[config.mk]
export PLATFORM = sky130hd
export DESIGN_NAME = strm_cmd_seq
export DESIGN_NICKNAME = d
export VERILOG_FILES = /design/src/rtl/strm_seq_pkg.sv /design/src/rtl/strm_seq_dp.sv /design/src/rtl/strm_seq_ctl.sv /design/src/rtl/strm_seq_irq.sv /design/src/rtl/strm_cmd_seq.sv
export SDC_FILE = /design/constraint.sdc
export NUM_CORES = 1
export LEC_CHECK = 0
export BUFFER_PORTS_ARGS = -buffer_cell sky130_fd_sc_hd__buf_4
export CAP_MARGIN = 5
export CORE_ASPECT_RATIO = 1.25
export CORE_MARGIN = 2
export CORE_UTILIZATION = 57
export CTS_BUF_LIST = sky130_fd_sc_hd__clkbuf_8
export DETAILED_ROUTE_END_ITERATION = 12
export GPL_TIMING_DRIVEN = 1
export PLACE_DENSITY = 0.82
export SYNTH_ARGS = -nofsm -noshare
export SYNTH_HDL_FRONTEND = slang
export SYNTH_SLANG_ARGS = --single-unit
[constraint.sdc]
create_clock -name clk -period 2.4 [get_ports clk]
set_input_delay 0.6 -clock clk [delete_from_list [all_inputs] [get_ports clk]]
set_output_delay 0.6 -clock clk [all_outputs]
set_load 0.01 [all_outputs]
[src/rtl/strm_seq_pkg.sv]
package strm_seq_pkg;
  typedef struct packed {
    logic actFromCmd;
    logic actFromBuf;
    logic bufFromCmd;
    logic countDown;
  } seqCtrl_t;
endpackage

[src/rtl/strm_seq_dp.sv]
module strm_seq_dp
  import strm_seq_pkg::*;
#(
  parameter int CNT_W  = 8,
  parameter int MODE_W = 8
) (
  input  logic              clk,
  input  logic              rstN,
  input  seqCtrl_t          ctrl,
  input  logic              busy,
  input  logic [CNT_W-1:0]  cmdCount,
  input  logic [MODE_W-1:0] cmdMode,
  output logic [MODE_W-1:0] activeMode,
  output logic              lastCycle
);
  localparam logic [CNT_W-1:0] ONE = CNT_W'(1);

  logic [CNT_W-1:0]  actRem;
  logic [MODE_W-1:0] actModeQ;
  logic [CNT_W-1:0]  bufCnt;
  logic [MODE_W-1:0] bufMode;

  function automatic logic [CNT_W-1:0] normCount(input logic [CNT_W-1:0] c);
    return (c == '0) ? ONE : c;
  endfunction

  always_ff @(posedge clk or negedge rstN) begin
    if (!rstN) begin
      actRem   <= '0;
      actModeQ <= '0;
    end else if (ctrl.actFromCmd) begin
      actRem   <= normCount(cmdCount);
      actModeQ <= cmdMode;
    end else if (ctrl.actFromBuf) begin
      actRem   <= bufCnt;
      actModeQ <= bufMode;
    end else if (ctrl.countDown) begin
      actRem   <= actRem - ONE;
    end
  end

  always_ff @(posedge clk or negedge rstN) begin
    if (!rstN) begin
      bufCnt  <= ONE;
      bufMode <= '0;
    end else if (ctrl.bufFromCmd) begin
      bufCnt  <= normCount(cmdCount);
      bufMode <= cmdMode;
    end
  end

  assign activeMode = actModeQ;
  assign lastCycle  = (actRem == ONE);

  // a running command always has time left
  p_rem_nonzero_r3: assert property (@(posedge clk) disable iff (!rstN)
    busy |-> (actRem != '0));

  // mode only moves on a load
  p_mode_hold_r4: assert property (@(posedge clk) disable iff (!rstN)
    !(ctrl.actFromCmd || ctrl.actFromBuf) |=> $stable(actModeQ));
endmodule

[src/rtl/strm_seq_ctl.sv]
module strm_seq_ctl
  import strm_seq_pkg::*;
(
  input  logic     clk,
  input  logic     rstN,
  input  logic     cmdValid,
  input  logic     cmdIsStart,
  input  logic     lastCycle,
  output logic     cmdReady,
  output seqCtrl_t ctrl,
  output logic     busy,
  output logic     handover
);
  logic busyQ, bufFullQ, busyD, bufFullD;
  logic accept, expire;

  assign cmdReady = cmdIsStart || !bufFullQ;
  assign accept   = cmdValid && cmdReady;
  assign expire   = busyQ && lastCycle;

  always_comb begin
    ctrl     = '0;
    busyD    = busyQ;
    bufFullD = bufFullQ;
    handover = 1'b0;
    if (accept && cmdIsStart) begin
      ctrl.actFromCmd = 1'b1;
      busyD           = 1'b1;
      bufFullD        = 1'b0;
    end else if (accept) begin
      if (!busyQ) begin
        ctrl.actFromCmd = 1'b1;
        busyD           = 1'b1;
      end else if (expire) begin
        ctrl.actFromCmd = 1'b1;
        handover        = 1'b1;
      end else begin
        ctrl.bufFromCmd = 1'b1;
        ctrl.countDown  = 1'b1;
        bufFullD        = 1'b1;
      end
    end else if (busyQ) begin
      if (!expire) begin
        ctrl.countDown = 1'b1;
      end else if (bufFullQ) begin
        ctrl.actFromBuf = 1'b1;
        handover        = 1'b1;
        bufFullD        = 1'b0;
      end else begin
        busyD = 1'b0;
      end
    end
  end

  always_ff @(posedge clk or negedge rstN) begin
    if (!rstN) begin
      busyQ    <= 1'b0;
      bufFullQ <= 1'b0;
    end else begin
      busyQ    <= busyD;
      bufFullQ <= bufFullD;
    end
  end

  assign busy = busyQ;

  // something parked implies something running
  p_buf_busy_r6: assert property (@(posedge clk) disable iff (!rstN)
    bufFullQ |-> busyQ);

  // a handover only happens out of a running command
  p_handover_busy_r4: assert property (@(posedge clk) disable iff (!rstN)
    handover |-> busyQ);

  // a start leaves the holding slot empty
  p_start_clears_r7: assert property (@(posedge clk) disable iff (!rstN)
    (cmdValid && cmdIsStart) |=> !bufFullQ);
endmodule

[src/rtl/strm_seq_irq.sv]
module strm_seq_irq (
  input  logic clk,
  input  logic rstN,
  input  logic handover,
  input  logic irqEnable,
  input  logic irqClear,
  output logic emptyEvent,
  output logic irqPending,
  output logic irqOut
);
  always_ff @(posedge clk or negedge rstN) begin
    if (!rstN) begin
      emptyEvent <= 1'b0;
      irqPending <= 1'b0;
    end else begin
      emptyEvent <= handover;
      irqPending <= handover | (irqPending & ~irqClear);
    end
  end

  assign irqOut = irqPending & irqEnable;

  // event and flag rise together
  p_evt_sets_r9: assert property (@(posedge clk) disable iff (!rstN)
    emptyEvent |-> irqPending);

  // flag is sticky without a clear
  p_sticky_r9: assert property (@(posedge clk) disable iff (!rstN)
    (irqPending && !irqClear) |=> irqPending);
endmodule

[src/rtl/strm_cmd_seq.sv]
module strm_cmd_seq
  import strm_seq_pkg::*;
#(
  parameter int CNT_W  = 8,
  parameter int MODE_W = 8
) (
  input  logic              clk,
  input  logic              rstN,
  input  logic              cmdValid,
  input  logic              cmdIsStart,
  input  logic [CNT_W-1:0]  cmdCount,
  input  logic [MODE_W-1:0] cmdMode,
  output logic              cmdReady,
  input  logic              irqEnable,
  input  logic              irqClear,
  output logic              busy,
  output logic [MODE_W-1:0] activeMode,
  output logic              emptyEvent,
  output logic              irqPending,
  output logic              irqOut
);
  seqCtrl_t ctrl;
  logic     lastCycle;
  logic     handover;

  strm_seq_ctl u_ctl (
    .clk(clk), .rstN(rstN), .cmdValid(cmdValid), .cmdIsStart(cmdIsStart),
    .lastCycle(lastCycle), .cmdReady(cmdReady), .ctrl(ctrl), .busy(busy),
    .handover(handover)
  );

  strm_seq_dp #(.CNT_W(CNT_W), .MODE_W(MODE_W)) u_dp (
    .clk(clk), .rstN(rstN), .ctrl(ctrl), .busy(busy), .cmdCount(cmdCount),
    .cmdMode(cmdMode), .activeMode(activeMode), .lastCycle(lastCycle)
  );

  strm_seq_irq u_irq (
    .clk(clk), .rstN(rstN), .handover(handover), .irqEnable(irqEnable),
    .irqClear(irqClear), .emptyEvent(emptyEvent), .irqPending(irqPending),
    .irqOut(irqOut)
  );
endmodule

==> results.txt, run 1 <==
- The run finished with clean final reports.
- Dividing total power by cell area gives a power density of between 900 and 1000 nW/µm².
* Max-capacitance violation count: 0
- Clock transition at the registers of the reported paths: ~0.070 ns
- Fraction of layout cells with a size suffix above 1: 36.4%
- Wires add up to slightly below 4000 µm.
* I/O pins: 35
- From bottom edge to top edge, the die measures ~68 µm.
* Fmax: ~460 MHz
- Global routing finished with a remaining overflow of 0.
* Pin count of the biggest net entering global routing: 37
* Post-CTS Hold Buffers: 0
- Worst EP arrival: ~2.3 ns
- The worst setup path is launched from a register.
- TritonCTS built the clock tree.
- Between clock sinks in the finished design, the worst skew comes to 0.00358 ns.
- Routed wirelength normalized by instance count: between 15 and 20 µm
* DRT Pass-1 Iters: 4
- Most used cells in the layout excluding fill and tap cells: sky130_fd_sc_hd__buf_4 (37), sky130_fd_sc_hd__dfrtp_1 (35), sky130_fd_sc_hd__nor2_1 (14), sky130_fd_sc_hd__nand2_1 (13)
- The count of buffers added on input and output ports is 34.
- Overall power after layout: roughly 2.2 mW
* Overall die area: around 3700 µm²
- For this run, the number of Yosys warnings is 0.
- The smallest clock period supported by the final layout is computed as 2.16 ns.
* Detail Route Antenna Nets: 0
* Dominant cells by area after synthesis: sky130_fd_sc_hd__dfrtp_1 (47%), sky130_fd_sc_hd__mux2_4 (8.1%), sky130_fd_sc_hd__a21o_1 (4.1%)
* Total routing resource utilization after global routing: between 20 and 30%
- Share of the clock period used by the worst path: between 90% and 100%
- Total Nets Final: approximately 220
* Floorplan die width: roughly 55 µm
- Of all nets on the critical path, the largest fanout is 16.
- Setup_tns: 0 ns
- Syn_area_per_cell: around 12 µm²
* Detailed placer's ending HPWL: between 2000 and 3000 µm
- In this run, post-CTS repair resized a total of 0 instances.
* Std cell rows: 23
* Initial antenna violation count: 0
- Post-synth top area share: 47.3%
- Maximum number of buffers from clock root to sink: 2
- The cell sitting at the root of the clock tree is a sky130_fd_sc_hd__clkbuf_8.
- Via count of the routed design: around 1,400
- Final number of max-transition violations: 0
* Post-Syn Instances: 159
- The synthesized netlist occupies a cell area of between 1500 and 2000 µm².
- First-pass GRT wire length: about 6700 µm
* Synth Net Count: ~180
- Buffers inserted during clock tree synthesis total 5.
- Headroom to the max-slew limit came out at between 60 and 70%.
- Critical path class: reg2reg
- Once the floorplan was initialized, standard cells occupied slightly below 60% of the core.
* H-Tree Level Count: 2
- Initial detailed-routing violation count: 28
- The number of failing hold endpoints at the final stage was 0.
* Prevailing post-synth register cell: sky130_fd_sc_hd__dfrtp_1
* Synth unique cells: 45
- From synthesis to final layout, the design area changed by 21.0%.
- Worst slew pin tran: about 0.51 ns
- Post-CTS setup buffer count: 0
- DRC violation count after routing: 0
- The core region is around 3200 µm².
- Leaving out fill and tap cells, the most frequent cell in the layout is sky130_fd_sc_hd__buf_4.
- Weighted congestion at the end of routability-driven global placement: a little over 0.8
* N_diodes: 0
* RSZ-0062 raised after global routing: false
- Path depth of the worst reg2reg path: 7
* Asr flop ratio synth: 100%
- For the worst-skew pair, the clock arrives at the later sink with an insertion delay of between 0.2 and 0.3 ns.
- The synthesized design contains 0 enable-type register cells.
- Maximum ir drop on the vdd rail: between 0.6 and 0.7 mV
* Synth area leader: sky130_fd_sc_hd__dfrtp_1
- Ratio of routed vias to standard cells: 5.87
* Leakage dissipation: around 1.1 nW
* Number of failing setup endpoints in the final timing report: 0
* Post-synthesis sequential area ratio: between 40% and 50%
* Flops & latches, synth: 36
- HP Class: in2async
- The number of global-route vias before repair came to 1,416.
- STA puts the critical path data required time at 2.54 ns.
- CTS sink count: 36
- Critical Path Sink Type: register
[cells by family after synthesis]
family          synth area share (%)
flops                           48.7
compound gates                  17.8
mux                             11.8
fa+ha+maj                       1.35
buf+inv                         4.86
xor+xnor                        2.84
simple gates                    12.6
[final timing paths]
| check | start | end | slack, ns |
|---|---|---|---|
| setup / recovery | u_dp.actRem[1] | u_dp.actRem[4] | 0.24 |
| hold / removal | rstN | u_dp.bufMode[3] | 0.25 |
| setup reg to reg | u_dp.actRem[1] | u_dp.actRem[4] | 0.24 |
| hold reg to reg | u_dp.activeMode[0] | u_dp.activeMode[0] | 0.49 |
| max in group asynchronous | rstN | u_dp.bufCnt[0] | 1.79 |
| min in group clk | u_dp.activeMode[0] | u_dp.activeMode[0] | 0.49 |
[Yosys cell counts, types with 3 or more instances]
cell type and number:
sky130_fd_sc_hd__a211o_1 4, sky130_fd_sc_hd__a21o_1 10, sky130_fd_sc_hd__a22o_1 8, sky130_fd_sc_hd__a31oi_1 6, sky130_fd_sc_hd__buf_6 3, sky130_fd_sc_hd__dfrtp_1 35
sky130_fd_sc_hd__inv_1 4, sky130_fd_sc_hd__mux2_2 6, sky130_fd_sc_hd__mux2_4 10, sky130_fd_sc_hd__nand2_1 13, sky130_fd_sc_hd__nor2_1 14, sky130_fd_sc_hd__nor3_1 3
sky130_fd_sc_hd__xor2_1 4
[worst max-delay path, stage by stage, from the launching register on]
cell,delay (ns)
sky130_fd_sc_hd__dfrtp_1,0.39
sky130_fd_sc_hd__inv_1,0.09
sky130_fd_sc_hd__ha_1,0.16
sky130_fd_sc_hd__or3b_2,0.50
sky130_fd_sc_hd__o31ai_2,0.23
sky130_fd_sc_hd__nand2_1,0.36
sky130_fd_sc_hd__nor2_1,0.21
sky130_fd_sc_hd__a31oi_1,0.07
[final cells by class]
| cell class | count | area [µm²] |
|---|---|---|
| Timing Repair Buffer | 39 | 318 |
| Clock buffer | 7 | 96.3 |
| Sequential cell | 36 | 902 |
| Tap cell | 37 | 46.3 |
| Clock inverter | 1 | 3.75 |
| Fill cell | 240 | 925 |
| Multi-Input combinational cell | 111 | 860 |
| Inverter | 4 | 15.0 |
[state kept, by name, summed over array words and instances (netlist names)]
signal and flops:
u_dp.actRem 8, u_dp.activeMode 8, u_dp.bufCnt 8, u_dp.bufMode 8
u_ctl.bufFullQ 1, u_ctl.busy 1, u_irq.emptyEvent 1, u_irq.irqPending 1
[where the power goes]
group          internal, mW  leakage [nW]  total [mW]  switching, mW
logic                 0.406         0.627       0.721          0.316
clock network         0.257        0.0557       0.467          0.209
registers             0.800         0.429       0.978          0.178
total                  1.46          1.11        2.17          0.703
[metal layers]
layer,vias to the layer above,share of wire [%],GRT usage [%]
met5,-,0,0
met4,0,2.3,11.9
met3,8,4.4,7.30
met2,35,50,39.1
met1,679,44,33.4
li1,657,-,-
[metrics by stage]
step	std cells	utilization (%)	cell area (µm²)	hold slack [ns]	worst slack (ns)
global route	235	70.8	2240	0.283	0.0819
detailed placement	227	67.6	2140	0.470	0.264
CTS	235	70.8	2240	0.264	0.255
floorplan	159	-	1850	0.304	0.403
finish	235	70.8	2240	0.251	0.239
global placement	227	67.6	2140	0.462	0.340
Note: power is estimated with default switching activity, not from simulation.
==> run 2, diff against run 1 <==
Settings changed: REMOVE_ABC_BUFFERS from default to 1.
Clock period 2.4 ns to 2 ns, I/O delays scaled along.
==> run 2 against run 1 <==
Compared with the run above: non-clock buffer count is 14 higher; cell area is 6.3% higher; die area stayed put; first-iteration DRC count is 130% higher.
==> results.txt, run 2 (synthesis results as in run 1) <==
* Result of the run: completed
- Leaving out fill and tap cells, the most frequent cells in the layout are sky130_fd_sc_hd__buf_4 (50), sky130_fd_sc_hd__dfrtp_1 (35), sky130_fd_sc_hd__nor2_1 (14), sky130_fd_sc_hd__nand2_1 (13).
* DRC violation count after routing: 0 (unchanged)
* Critical Path Sink Type: register
- Overall routed net length: 4560 µm (+16%)
- The count of antenna-violating nets left after detailed routing is 0 (unchanged).
* Total congestion overflow after global routing: 0 (unchanged)
- Detailed placer's ending HPWL: 3150 µm (+12%)
* First-pass GRT wire length: 7330 µm (+9.7%)
- The initial core utilization came to 58.5% (unchanged).
* CTS sink count: 36 (unchanged)
- The number of failing hold endpoints at the final stage was 0 (unchanged).
- HP Class: in2async
* Min setup slack post-route: 0.0483 ns (-0.190 ns)
- The critical path arrival is 2.14 ns (-0.16 ns).
- CTS buffer count: 5 (unchanged)
- Via count of the routed design: 1,492 (+8.2%)
- The final total power is 2.90 mW (+34%).
- Critical path class: reg2reg
- Number of buffers inserted by port buffering: 34 (unchanged)
- The area of the placeable core came to 3170 µm² (unchanged).
- The maximum clock frequency came to 512 MHz (+11%).
- Register area: 902 µm² (unchanged)
* Cell Chain, Critical Path: inv_2, ha_2, or3b_4, nor2_4, or4_4, buf_16, mux2_4
- The vertical die dimension was 67.7 µm (unchanged).
* N_diodes: 0 (unchanged)
- Ratio of routed vias to standard cells: 5.99 (+2.1%)
- The final count of pins violating max slew came to 0 (unchanged).
* Synthesis-to-layout area growth: 28.6%
- Total Nets Final: 235 (+6.3%)
- The number of post-CTS setup repair buffers was 0 (unchanged).
- Area taken by multi-input logic gates: 868 µm² (+1.0%)
- Total routed wire length on the met1 layer: 1820 µm (+5.4%)
* Final std cells w/o fill: 249 (+6.0%)
- The number of violations of the max-capacitance limit is 0 (unchanged).
- Final core utilization: 75.2% (+4.4 points)
- Total routing resource utilization after global routing: 28.2% (+2.6 points)
- Uppermost metal layer occupied by signal nets: met4
- The iteration-0 DRC count of the detailed router was 65 (+130%).
- DRT Pass-1 Iters: 4 (unchanged)
* Via count of the first global-routing pass: 1,597 (+13%)
- The maximum number of pins on one net before global-route repair was 37 (unchanged).
* Worst-path fanout max: 8 (-8)
* Total placed instance area: 2230 µm² (+4.0%)
* Routed wirelength normalized by instance count: 18.3 µm (+9.4%)
- The worst setup timing slack at the placement stage came to -0.0437 ns (-0.308 ns).
- The leakage power is 1.18 nW (+6.6%).
- The worst supply voltage drop on vdd is 0.838 mV (+28%).
- The slowest stage of the critical path belongs to the cell sky130_fd_sc_hd__or4_4.
- The library cell used most frequently in the layout, excluding fill and tap cells, is sky130_fd_sc_hd__buf_4.
- Power per cell area: 1220 nW/µm² (+26%)
- The total instance count after detailed placement is 240 (+5.7%).
- The final design area excluding fillers came to 2380 µm² (+6.3%).
* Overall die area: 3720 µm² (unchanged)
* Met3 wire len: 236 µm (+36%)
* Number of failing setup endpoints in the final timing report: 0 (unchanged)
- The standard-cell row count came to 23 (unchanged).
* Root cell of the clock tree: sky130_fd_sc_hd__clkbuf_8
* Skew final: 0.00753 ns (+0.00395 ns)
- Worst slew pin tran: 0.547 ns (+0.0419 ns)
- Weighted congestion at the end of routability-driven global placement: 0.870 (+7.3%)
* H-Tree Level Count: 2 (unchanged)
- The length of routed met2 wiring came to 2370 µm (+21%).
- The clock latency on the worst-skew pair is 0.30 ns (about the same).
* Final critical delay including setup and external delays: 1.95 ns (-0.210 ns)
* Fraction of layout cells with a size suffix above 1: 42.5% (+6.1 points)
* TritonCTS clock tree: built
* Worst Hold Slack: 0.143 ns (-0.108 ns)
- The number of fill cells in the layout was 209 (-13%).
- Floorplan die width: 55.0 µm (unchanged)
- Setup_tns: 0 ns (unchanged)
- I/O pins: 35 (unchanged)
* Clock transition at the registers of the reported paths: 0.08 ns (about the same)
- Data required time of the critical path: 2.18 ns (-0.36 ns)
- Worst path max stage delay: 0.48 ns (-0.02 ns)
- Maximum number of buffers from clock root to sink: 2 (unchanged)
* Share of the clock period used by the worst path: 97.6% (+7.5 points)
* Initial antenna violation count: 0 (unchanged)
- Startpoint type of the worst setup path: register
- The remaining max-slew budget at the tightest pin was 63.0% (-3.1 points).
run 2: cell count changes in the layout (fill, tap and decap cells not counted), sizes merged:
cell	previous run	this run
buf	39	53
clkbuf	7	5
bufinv	0	1
clkinvlp	0	1
run 2: timing repair:
action | CTS | global route
setup endpoints to repair | 15 | 17
gates resized for setup | 3 | 4
cloned | 1 | 0
hold buffers | 0 | 0
pin swaps | 0 | 0
run 2: layer usage:
layer / GRT usage, % / vias to the layer above
li1: - / 682
met4: 13.7 / 0
met2: 48.5 / 57
met5: 0 / -
met3: 6.64 / 15
met1: 31.9 / 738
run 2: where the power goes:
part           internal (mW)  switching [mW]  leakage [nW]
Combinational          0.616           0.496         0.701
Clock                  0.376           0.295        0.0548
Sequential             0.959           0.158         0.429
run 2: worst paths after layout:
kind,end,slack (ns),cells after the start,from
hold reg to reg,u_dp.activeMode[0],0.48,1,u_dp.activeMode[0]
max in group asynchronous,u_dp.bufCnt[0],1.50,1,rstN
min in group clk,u_ctl.bufFullQ,0.43,2,cmdIsStart
setup / recovery,u_dp.bufCnt[6],0.05,7,u_dp.actRem[1]
hold / removal,u_irq.emptyEvent,0.14,1,rstN
setup reg to reg,u_dp.bufCnt[6],0.05,7,u_dp.actRem[1]
run 2: area by class of cell:
cell class	instances	area share, %
flip-flops and latches	36	37.9
multi-input cells	111	36.5
repair buffers	53	18.2
clock buffers	5	2.89
clock inverters	3	1.94
well taps	37	1.94
inverters	4	0.631
run 2: worst max-delay path, delay by kind of cell (launching register included):
family        cells  cell delay, ns
buf+inv           2            0.23
simple gates      3            0.77
fa+ha+maj         1            0.17
flops             1            0.37
mux               1            0.29
